File: src/rtl/dp_alu_pkg.sv
package dp_alu_pkg;
  typedef enum logic [3:0] {
    OP_AND = 4'd0, OP_EOR = 4'd1, OP_LSL = 4'd2, OP_LSR = 4'd3,
    OP_ASR = 4'd4, OP_ADC = 4'd5, OP_SBC = 4'd6, OP_ROR = 4'd7,
    OP_TST = 4'd8, OP_NEG = 4'd9, OP_CMP = 4'd10, OP_CMN = 4'd11,
    OP_ORR = 4'd12, OP_MUL = 4'd13, OP_BIC = 4'd14, OP_MVN = 4'd15
  } alu_op_e;

  typedef enum logic [1:0] {SH_LSL, SH_LSR, SH_ASR, SH_ROR} shift_kind_e;

  typedef struct packed {
    logic n;
    logic z;
    logic c;
    logic v;
  } alu_flags_t;
endpackage

File: src/rtl/dp_alu_logic.sv
module dp_alu_logic
  import dp_alu_pkg::*;
#(
  parameter int WIDTH = 32
) (
  input  alu_op_e          op_i,
  input  logic [WIDTH-1:0] a_i,
  input  logic [WIDTH-1:0] b_i,
  output logic [WIDTH-1:0] res_o
);
  always_comb begin
    unique case (op_i)
      OP_AND, OP_TST: res_o = a_i & b_i;
      OP_EOR:         res_o = a_i ^ b_i;
      OP_ORR:         res_o = a_i | b_i;
      OP_BIC:         res_o = a_i & ~b_i;
      OP_MVN:         res_o = ~b_i;
      default:        res_o = '0;
    endcase
  end
endmodule

File: src/rtl/dp_alu_addsub.sv
module dp_alu_addsub #(
  parameter int WIDTH = 32
) (
  input  logic [WIDTH-1:0] a_i,
  input  logic [WIDTH-1:0] b_i,
  input  logic             cin_i,
  output logic [WIDTH-1:0] sum_o,
  output logic             c_o,
  output logic             v_o
);
  logic [WIDTH-1:0] ovf_vec, cry_vec;

  assign sum_o   = a_i + b_i + {{(WIDTH-1){1'b0}}, cin_i};
  // per-bit overflow term; msb gives V, and xor with operands recovers carry out
  assign ovf_vec = ~(a_i ^ b_i) & (a_i ^ sum_o);
  assign cry_vec = ovf_vec ^ a_i ^ b_i ^ sum_o;
  assign v_o     = ovf_vec[WIDTH-1];
  assign c_o     = cry_vec[WIDTH-1];
endmodule

File: src/rtl/dp_alu_shift.sv
module dp_alu_shift
  import dp_alu_pkg::*;
#(
  parameter int WIDTH = 32,
  parameter int AMT_W = 8
) (
  input  shift_kind_e      kind_i,
  input  logic [WIDTH-1:0] val_i,
  input  logic [AMT_W-1:0] amt_i,
  input  logic             c_i,
  output logic [WIDTH-1:0] res_o,
  output logic             c_o
);
  localparam int SH_W = $clog2(WIDTH);

  logic [SH_W-1:0] sh;
  logic            amt_zero, amt_full, amt_over;
  logic [WIDTH:0]  lsl_w, lsr_w, asr_w;
  logic [WIDTH-1:0] ror_w;

  assign sh       = amt_i[SH_W-1:0];
  assign amt_zero = (amt_i == '0);
  assign amt_full = (amt_i == AMT_W'(WIDTH));
  assign amt_over = |amt_i[AMT_W-1:SH_W];   // amount >= WIDTH

  // one extra bit catches the last bit shifted out
  assign lsl_w = {1'b0, val_i} << sh;
  assign lsr_w = {val_i, 1'b0} >> sh;
  assign asr_w = $signed({val_i, 1'b0}) >>> sh;
  assign ror_w = (val_i >> sh) | (val_i << ((SH_W+1)'(WIDTH) - {1'b0, sh}));

  always_comb begin
    res_o = val_i;
    c_o   = c_i;
    if (!amt_zero) begin
      unique case (kind_i)
        SH_LSL: begin
          if (amt_over) begin
            res_o = '0;
            c_o   = amt_full ? val_i[0] : 1'b0;
          end else begin
            res_o = lsl_w[WIDTH-1:0];
            c_o   = lsl_w[WIDTH];
          end
        end
        SH_LSR: begin
          if (amt_over) begin
            res_o = '0;
            c_o   = amt_full ? val_i[WIDTH-1] : 1'b0;
          end else begin
            res_o = lsr_w[WIDTH:1];
            c_o   = lsr_w[0];
          end
        end
        SH_ASR: begin
          if (amt_over) begin
            res_o = {WIDTH{val_i[WIDTH-1]}};
            c_o   = val_i[WIDTH-1];
          end else begin
            res_o = asr_w[WIDTH:1];
            c_o   = asr_w[0];
          end
        end
        default: begin
          res_o = ror_w;
          c_o   = ror_w[WIDTH-1];
        end
      endcase
    end
  end
endmodule

File: src/rtl/dp_alu.sv
module dp_alu
  import dp_alu_pkg::*;
#(
  parameter int WIDTH = 32,
  parameter int AMT_W = 8
) (
  input  logic             clk_i,
  input  logic             rst_ni,
  input  logic             valid_i,
  input  logic [3:0]       op_i,
  input  logic [WIDTH-1:0] dst_i,
  input  logic [WIDTH-1:0] src_i,
  input  logic [3:0]       flags_i,
  output logic             valid_o,
  output logic [WIDTH-1:0] result_o,
  output logic             wr_en_o,
  output logic [3:0]       flags_o
);
  alu_op_e     op;
  alu_flags_t  f_in, f_nxt;
  logic [WIDTH-1:0] logic_res, sh_res, as_sum, as_a, as_b, mul_lo, res_nxt;
  logic        sh_c, as_c, as_v, as_cin, wr_nxt;
  shift_kind_e sh_kind;

  assign op   = alu_op_e'(op_i);
  assign f_in = alu_flags_t'(flags_i);

  dp_alu_logic #(.WIDTH(WIDTH)) u_logic (
    .op_i (op), .a_i (dst_i), .b_i (src_i), .res_o (logic_res)
  );

  always_comb begin
    unique case (op)
      OP_LSR:  sh_kind = SH_LSR;
      OP_ASR:  sh_kind = SH_ASR;
      OP_ROR:  sh_kind = SH_ROR;
      default: sh_kind = SH_LSL;
    endcase
  end

  dp_alu_shift #(.WIDTH(WIDTH), .AMT_W(AMT_W)) u_shift (
    .kind_i (sh_kind), .val_i (dst_i), .amt_i (src_i[AMT_W-1:0]),
    .c_i (f_in.c), .res_o (sh_res), .c_o (sh_c)
  );

  // subtract forms feed the inverted source with a carry in
  always_comb begin
    as_a   = dst_i;
    as_b   = src_i;
    as_cin = 1'b0;
    unique case (op)
      OP_ADC: as_cin = f_in.c;
      OP_SBC: begin as_b = ~src_i; as_cin = f_in.c; end
      OP_CMP: begin as_b = ~src_i; as_cin = 1'b1;   end
      OP_NEG: begin as_a = '0; as_b = ~src_i; as_cin = 1'b1; end
      default: ;
    endcase
  end

  dp_alu_addsub #(.WIDTH(WIDTH)) u_addsub (
    .a_i (as_a), .b_i (as_b), .cin_i (as_cin),
    .sum_o (as_sum), .c_o (as_c), .v_o (as_v)
  );

  assign mul_lo = dst_i * src_i;

  always_comb begin
    f_nxt   = f_in;
    res_nxt = logic_res;
    wr_nxt  = 1'b1;
    unique case (op)
      OP_AND, OP_EOR, OP_ORR, OP_BIC, OP_MVN: res_nxt = logic_res;
      OP_TST: wr_nxt = 1'b0;
      OP_LSL, OP_LSR, OP_ASR, OP_ROR: begin
        res_nxt = sh_res;
        f_nxt.c = sh_c;
      end
      OP_ADC, OP_SBC, OP_NEG, OP_CMP, OP_CMN: begin
        res_nxt = as_sum;
        f_nxt.c = as_c;
        f_nxt.v = as_v;
        wr_nxt  = !(op inside {OP_CMP, OP_CMN});
      end
      OP_MUL: begin
        res_nxt = mul_lo;
        f_nxt.c = 1'b0;
      end
      default: ;
    endcase
    f_nxt.n = res_nxt[WIDTH-1];
    f_nxt.z = (res_nxt == '0);
  end

  always_ff @(posedge clk_i or negedge rst_ni) begin
    if (!rst_ni) begin
      valid_o  <= 1'b0;
      result_o <= '0;
      wr_en_o  <= 1'b0;
      flags_o  <= '0;
    end else begin
      valid_o <= valid_i;
      if (valid_i) begin
        result_o <= res_nxt;
        wr_en_o  <= wr_nxt;
        flags_o  <= f_nxt;
      end
    end
  end

  AST_NO_WRITE_ON_COMPARE: assert property (@(posedge clk_i) disable iff (!rst_ni)
    valid_i && (op_i inside {4'd8, 4'd10, 4'd11}) |=> !wr_en_o);
  AST_LOGIC_KEEPS_CV: assert property (@(posedge clk_i) disable iff (!rst_ni)
    valid_i && (op_i inside {4'd0, 4'd1, 4'd8, 4'd12, 4'd14, 4'd15})
    |=> flags_o[1:0] == $past(flags_i[1:0]));
  AST_Z_TRACKS_RESULT: assert property (@(posedge clk_i) disable iff (!rst_ni)
    valid_o |-> flags_o[2] == (result_o == '0));
  AST_ZERO_SHIFT_KEEPS: assert property (@(posedge clk_i) disable iff (!rst_ni)
    valid_i && (op_i inside {4'd2, 4'd3, 4'd4, 4'd7}) && (src_i[AMT_W-1:0] == '0)
    |=> flags_o[1] == $past(flags_i[1]) && result_o == $past(dst_i));
  AST_MUL_CLEARS_C: assert property (@(posedge clk_i) disable iff (!rst_ni)
    valid_i && op_i == 4'd13 |=> !flags_o[1] && flags_o[0] == $past(flags_i[0]));
  AST_IDLE_HOLDS: assert property (@(posedge clk_i) disable iff (!rst_ni)
    !valid_i |=> !valid_o && $stable(result_o) && $stable(flags_o) && $stable(wr_en_o));
endmodule

File: config.mk
export PLATFORM = sky130hd
export DESIGN_NAME = dp_alu
export DESIGN_NICKNAME = d
export VERILOG_FILES = /design/src/rtl/dp_alu_pkg.sv /design/src/rtl/dp_alu_logic.sv /design/src/rtl/dp_alu_addsub.sv /design/src/rtl/dp_alu_shift.sv /design/src/rtl/dp_alu.sv
export SDC_FILE = /design/constraint.sdc
export NUM_CORES = 2
export LEC_CHECK = 0
export BUFFER_PORTS_ARGS = -buffer_cell sky130_fd_sc_hd__buf_2
export CORE_ASPECT_RATIO = 1.5
export CORE_MARGIN = 1.5
export CORE_UTILIZATION = 45
export CTS_CLUSTER_DIAMETER = 200
export DETAILED_ROUTE_END_ITERATION = 10
export PLACE_DENSITY = 0.64
export SLEW_MARGIN = 10
export SYNTH_ARGS = -nofsm -noshare
export SYNTH_HDL_FRONTEND = slang
export SYNTH_SLANG_ARGS = --single-unit
File: constraint.sdc
create_clock -name clk_i -period 0.94 [get_ports clk_i]
set_input_delay 0.141 -clock clk_i [delete_from_list [all_inputs] [get_ports clk_i]]
set_output_delay 0.141 -clock clk_i [all_outputs]
set_load 0.05 [all_outputs]
==> impl_metrics.py, run 1 <==
metrics = {
    "yosys": {
        "yosys.area_share.simple": 0.180,
        "synth.area.mux_share": 0.102,
        "ys_ff_latch": 37,
        "ys.flop_type": "dfrtp_1",
        "synth_nets": 4265,
        "yosysWarnings": 0,
        "synth_edf_count": 0,
        "synth_top_area_frac": 0.289,
        "synth_fa_ha_area_frac": 0.378,
        "synthXorXnorAreaFrac": 0.0445,
        "synth_seq_area_share": 0.0325,
        "yosys.area.top_type": "fa_1",
        "synth_compound_area_frac": 0.160,
        "avgSynthCellArea_um2": 7.97,
        "yosys-top-cells-area": "fa_1 29%, ha_1 8.9%, nor2_1 6.5%, inv_1 6.0%, mux4_2 5.6%",
        "synth_top_family_by_area": "adder cells",
        "netlist_instances": 3576,
        "ys_async_sr_fraction": 1.00,
        "syn_area_um2": 28500,
        "ys_types": 94,
    },
    "run_status": {
        "outcome": "did not finish",
        "error": "[ERROR GRT-0232] Routing congestion too high. Check the congestion heatmap in the GUI.",
        "stop_stage": "global routing (5_1_grt)",
    },
    "cts": {
        "cts_buffers": 5,
        "clockRootBuffer": "clkbuf_16",
        "htreeDepth": 2,
        "clockBufferDepth": 2,
        "clock-sinks": 37,
    },
    "global_route": {
        "gr-total-overflow": 3,
        "grt_max_degree": 66,
        "grt_usage": 0.644,
    },
    "place": {
        "gp_congestion": 1.14,
        "portBuffers": 110,
        "placed_area_um2": 37500,
        "dp_hpwl_um": 152000,
        "dp_cells": 5250,
    },
    "floorplan": {
        "io_pins": 113,
        "start_util": 0.456,
        "fp.dieW_um": 209,
        "rows": 112,
        "die-height_um": 311,
    },
}
## what timing repair did
action / 4_1_cts
setup endpoints to repair: 74
gates cloned: 2
gates resized for setup: 467
hold buffers: 1
endpoints found under the hold margin: 10
setup buffers: 71
pin swaps: 140
## cells in the mapped netlist, drive strengths merged (8+ instances only)
cell type / count
a2111oi: 10
a211o: 10
a211oi: 34
a21o: 30
a21oi: 161
a221oi: 15
a22oi: 10
a31oi: 32
a32oi: 10
and2: 19
and3: 9
buf: 82
clkbuf: 191
clkinv: 12
dfrtp: 37
fa: 411
ha: 203
inv: 460
mux2: 35
mux2i: 88
mux4: 71
nand2: 394
nand2b: 20
nand3: 35
nand3b: 8
nand4: 20
nor2: 494
nor2b: 21
nor3: 43
nor3b: 12
nor4: 16
nor4b: 8
o211ai: 44
o21a: 9
o21ai: 141
o21bai: 8
o221ai: 26
o22ai: 30
o31ai: 12
o32ai: 14
or2: 10
or3: 18
xnor2: 117
xor2: 27
## stage by stage
step | hold slack [ps] | setup slack (ps)
floorplan | -155 | -6700
global placement | 66.5 | -6930
detailed placement | 72.9 | -7090
CTS | 152 | -6340
## routing by layer
metal  GRT overflow  global-route usage
met5              0              0.0900
met3              0               0.375
met1              0               0.618
met2              2               0.892
met4              1               0.732
## cells by family after synthesis
family                     count (synthesis)
adders and majority gates                614
xor gates and xnor gates                 144
muxes                                    194
buffers and inverters                    745
AOI/OAI and AO/OA                        681
and+or+nand+nor                         1161
DFF                                       37
==> run 2: changes to the inputs <==
CORE_ASPECT_RATIO = unset   (was 1.5)
CORE_UTILIZATION = 30   (was 45)
CTS_CLUSTER_DIAMETER = unset   (was 200)
PLACE_DENSITY = unset   (was 0.64)
PLACE_DENSITY_LB_ADDON = 0.15   (was unset)
==> run 2 against run 1 <==
Net effect:
- the flow now finishes, with violations (setup timing)
- synthesized cell count unchanged
- area after synthesis unchanged
==> impl_metrics.py, run 2 <==
metrics = {
    "critical_path": {
        "cp_num_buf_inv": 6,
        "r2r_cells": 2,
        "end_kind": "register",
        "slowest_delay_ps": 550,
        "reg2reg_setup_slack_ps": 70,
        "crit_path_start_kind": "input pin",
        "crit_top_cell": "fa_1",
        "reg2reg_from": "result_o[31]",
        "crit_end": "result_o[28]",
        "critPathKind": "in2reg",
        "slowest_stage": "fa_1",
        "r2r_end": "result_o[31]",
        "worstPathRequired_ps": 1120,
        "crit_cells": 28,
        "crit_family": "adder cells",
        "worstSetupStartpoint": "src_i[7]",
        "cp_max_fo": 5,
        "arrival_ps": 7490,
    },
    "global_route": {
        "antenna_found_initial": 5,
        "grt_pass1_vias": 33000,
        "grt_pass1_wl_um": 252000,
        "grt_max_degree": 66,
        "gr-total-overflow": 0,
        "grt_usage": 0.367,
    },
    "yosys": {
        "ys.flop_type": "dfrtp_1",
        "synth_seq_area_share": 0.0325,
        "synth_common_cells": "494 x nor2_1, 454 x inv_1, 411 x fa_1, 394 x nand2_1, 203 x ha_1",
        "yosysWarnings": 0,
        "avgSynthCellArea_um2": 7.97,
        "yosysMostFrequentCell": "nor2_1",
        "synth_nets": 4265,
        "synth_top_area_frac": 0.289,
        "syn_area_um2": 28500,
        "ys_async_sr_fraction": 1.00,
        "yosys-top-cells-area": "fa_1 29%, ha_1 8.9%, nor2_1 6.5%, inv_1 6.0%, mux4_2 5.6%",
        "synth_edf_count": 0,
        "ys_ff_latch": 37,
        "yosys.area.top_type": "fa_1",
        "ys_types": 94,
        "netlist_instances": 3576,
    },
    "cts": {
        "clk_latency_ps": 280,
        "clockBufferDepth": 2,
        "clock-sinks": 37,
        "cts_tree": "built",
        "clockRootBuffer": "clkbuf_16",
        "htreeDepth": 2,
        "clk_pin_slew_ps": 70,
        "cts_buffers": 5,
    },
    "detailed_routing": {
        "antenna_left": 0,
        "drc": 0,
        "first_pass_iters": 6,
        "viasPerCell": 5.63,
        "avgRoutedWirePerCell_um": 31.3,
        "dr.first_iter.drc_count": 3576,
        "num_vias": 32500,
        "wirelength_um": 181000,
    },
    "sta": {
        "hold_viol_final": 0,
        "period_needed_ps": 7310,
        "setup_viol": 73,
        "fmax_ghz": 0.137,
        "post-route-period-util": 7.77,
        "layout_setup_ws_ps": -6370,
        "worst_pin_slew_ps": 1180,
        "max_slew_margin": 0.208,
        "maxSlewViolCount": 0,
        "rsz0062_at_grt": "yes",
        "fin_skew_ps": 0,
        "fin_tns_setup_ps": -171170,
    },
    "place": {
        "placed_area_um2": 37900,
        "gp_congestion": 1.03,
        "dp_hpwl_um": 150000,
        "preCtsSetupSlack_ps": -7100,
        "portBuffers": 110,
    },
    "worst_hold_path": {
        "min-delay-path-class": "in2reg",
    },
    "power_and_ir_drop": {
        "p_leak_nw": 19.3,
        "vdd_drop_max_uv": 4880,
        "total_power_mw": 153,
        "power.density_nw_per_um2": 3660,
    },
    "cells_and_area": {
        "n_antenna_cell": 0,
        "nFillCells": 9397,
        "syn2layout_area_growth_pct": 46.5,
        "regArea_um2": 930,
        "final_common_cell": "buf_4",
        "top_regs": "result_o (32), flags_o (3)",
        "multi_input_area_um2": 26800,
        "drive_gt1_frac": 0.370,
        "final_cell_mix": "968 x buf_4, 451 x nor2_1, 415 x inv_1",
        "finish.net_count": 5211,
        "top_register": "result_o",
        "largest_reg_flops": 32,
        "fin_area_um2": 41800,
    },
    "floorplan": {
        "die-height_um": 311,
        "design.core.area_um2": 93700,
        "start_util": 0.304,
        "dieArea_um2": 96900,
        "rows": 112,
        "io_pins": 113,
        "fp.dieW_um": 311,
    },
    "job": {
        "max-cap-violations": 0,
    },
    "run_status": {
        "outcome": "finished, violations left",
        "violations": "setup timing",
    },
}
## run 2: routing by layer
layer  GRT usage  vias up  part of all wire
met5           0        -           0.00022
met4       0.166        6             0.058
met3      0.0845      394              0.10
met2       0.563     1783              0.43
met1       0.489    16500              0.41
li1            -    13900                 -
## run 2: layout make-up
| type | instances | area share |
|---|---|---|
| timing repair buffer | 1211 | 0.249 |
| tap | 1254 | 0.0376 |
| clock inverter | 3 | 0.000419 |
| clock buffer | 5 | 0.00300 |
| sequential | 37 | 0.0223 |
| multi-input combinational | 2794 | 0.643 |
| inverter | 472 | 0.0445 |
| timing repair inverter | 1 | 0.000210 |
## run 2: cells by family (layout without fill, tap and decap cells)
group,Yosys count,count (layout),share of synthesized area
AOI/OAI and AO/OA,681,681,0.160
xor gates and xnor gates,144,144,0.0445
adders and majority gates,614,614,0.378
buffers and inverters,745,1692,0.104
DFF,37,37,0.0325
muxes,194,194,0.102
and+or+nand+nor,1161,1161,0.180
## run 2: how the worst min path moves through the flow
stage               slack (ps)           end  depth (start not counted)  startpoint
CTS                        160    flags_o[0]                          3  flags_i[0]
global placement           130  result_o[17]                          2      rst_ni
finish                     160    flags_o[0]                          3  flags_i[0]
floorplan                 -150    flags_o[0]                          0      rst_ni
detailed placement         140       valid_o                          2      rst_ni
global route               190    flags_o[0]                          3  flags_i[0]
## run 2: repair_timing
| item | in CTS | in global routing |
|---|---|---|
| hold buffers | 1 | 0 |
| resized for setup | 475 | 138 |
| setup buffers | 73 | 34 |
| cloned | 6 | 1 |
| pin swaps | 129 | 91 |
| endpoints found under the setup margin | 74 | 74 |
| hold endpoints to repair | 37 | 0 |
## run 2: worst min-delay path, stage by stage
cell      delay [ps]
buf_2             90
o211ai_1          90
o21ai_1           80
## run 2: through the flow
| step | cells | hold WS (ps) | util |
|---|---|---|---|
| finish | 5777 | 161 | 0.445 |
| global route | 5777 | 188 | 0.445 |
| CTS | 5761 | 163 | 0.436 |
| detailed placement | 5679 | 138 | 0.404 |
| global placement | 5679 | 127 | 0.404 |
| floorplan | 3576 | -155 | - |
## run 2: report_power, final
part           total (mW)  switching [mW]  internal, mW
clock                1.77           0.789         0.977
combinational         149            77.1          71.5
sequential           2.58           0.491          2.09
total                 153            78.4          74.6
Power figures use the tool's default switching activity.
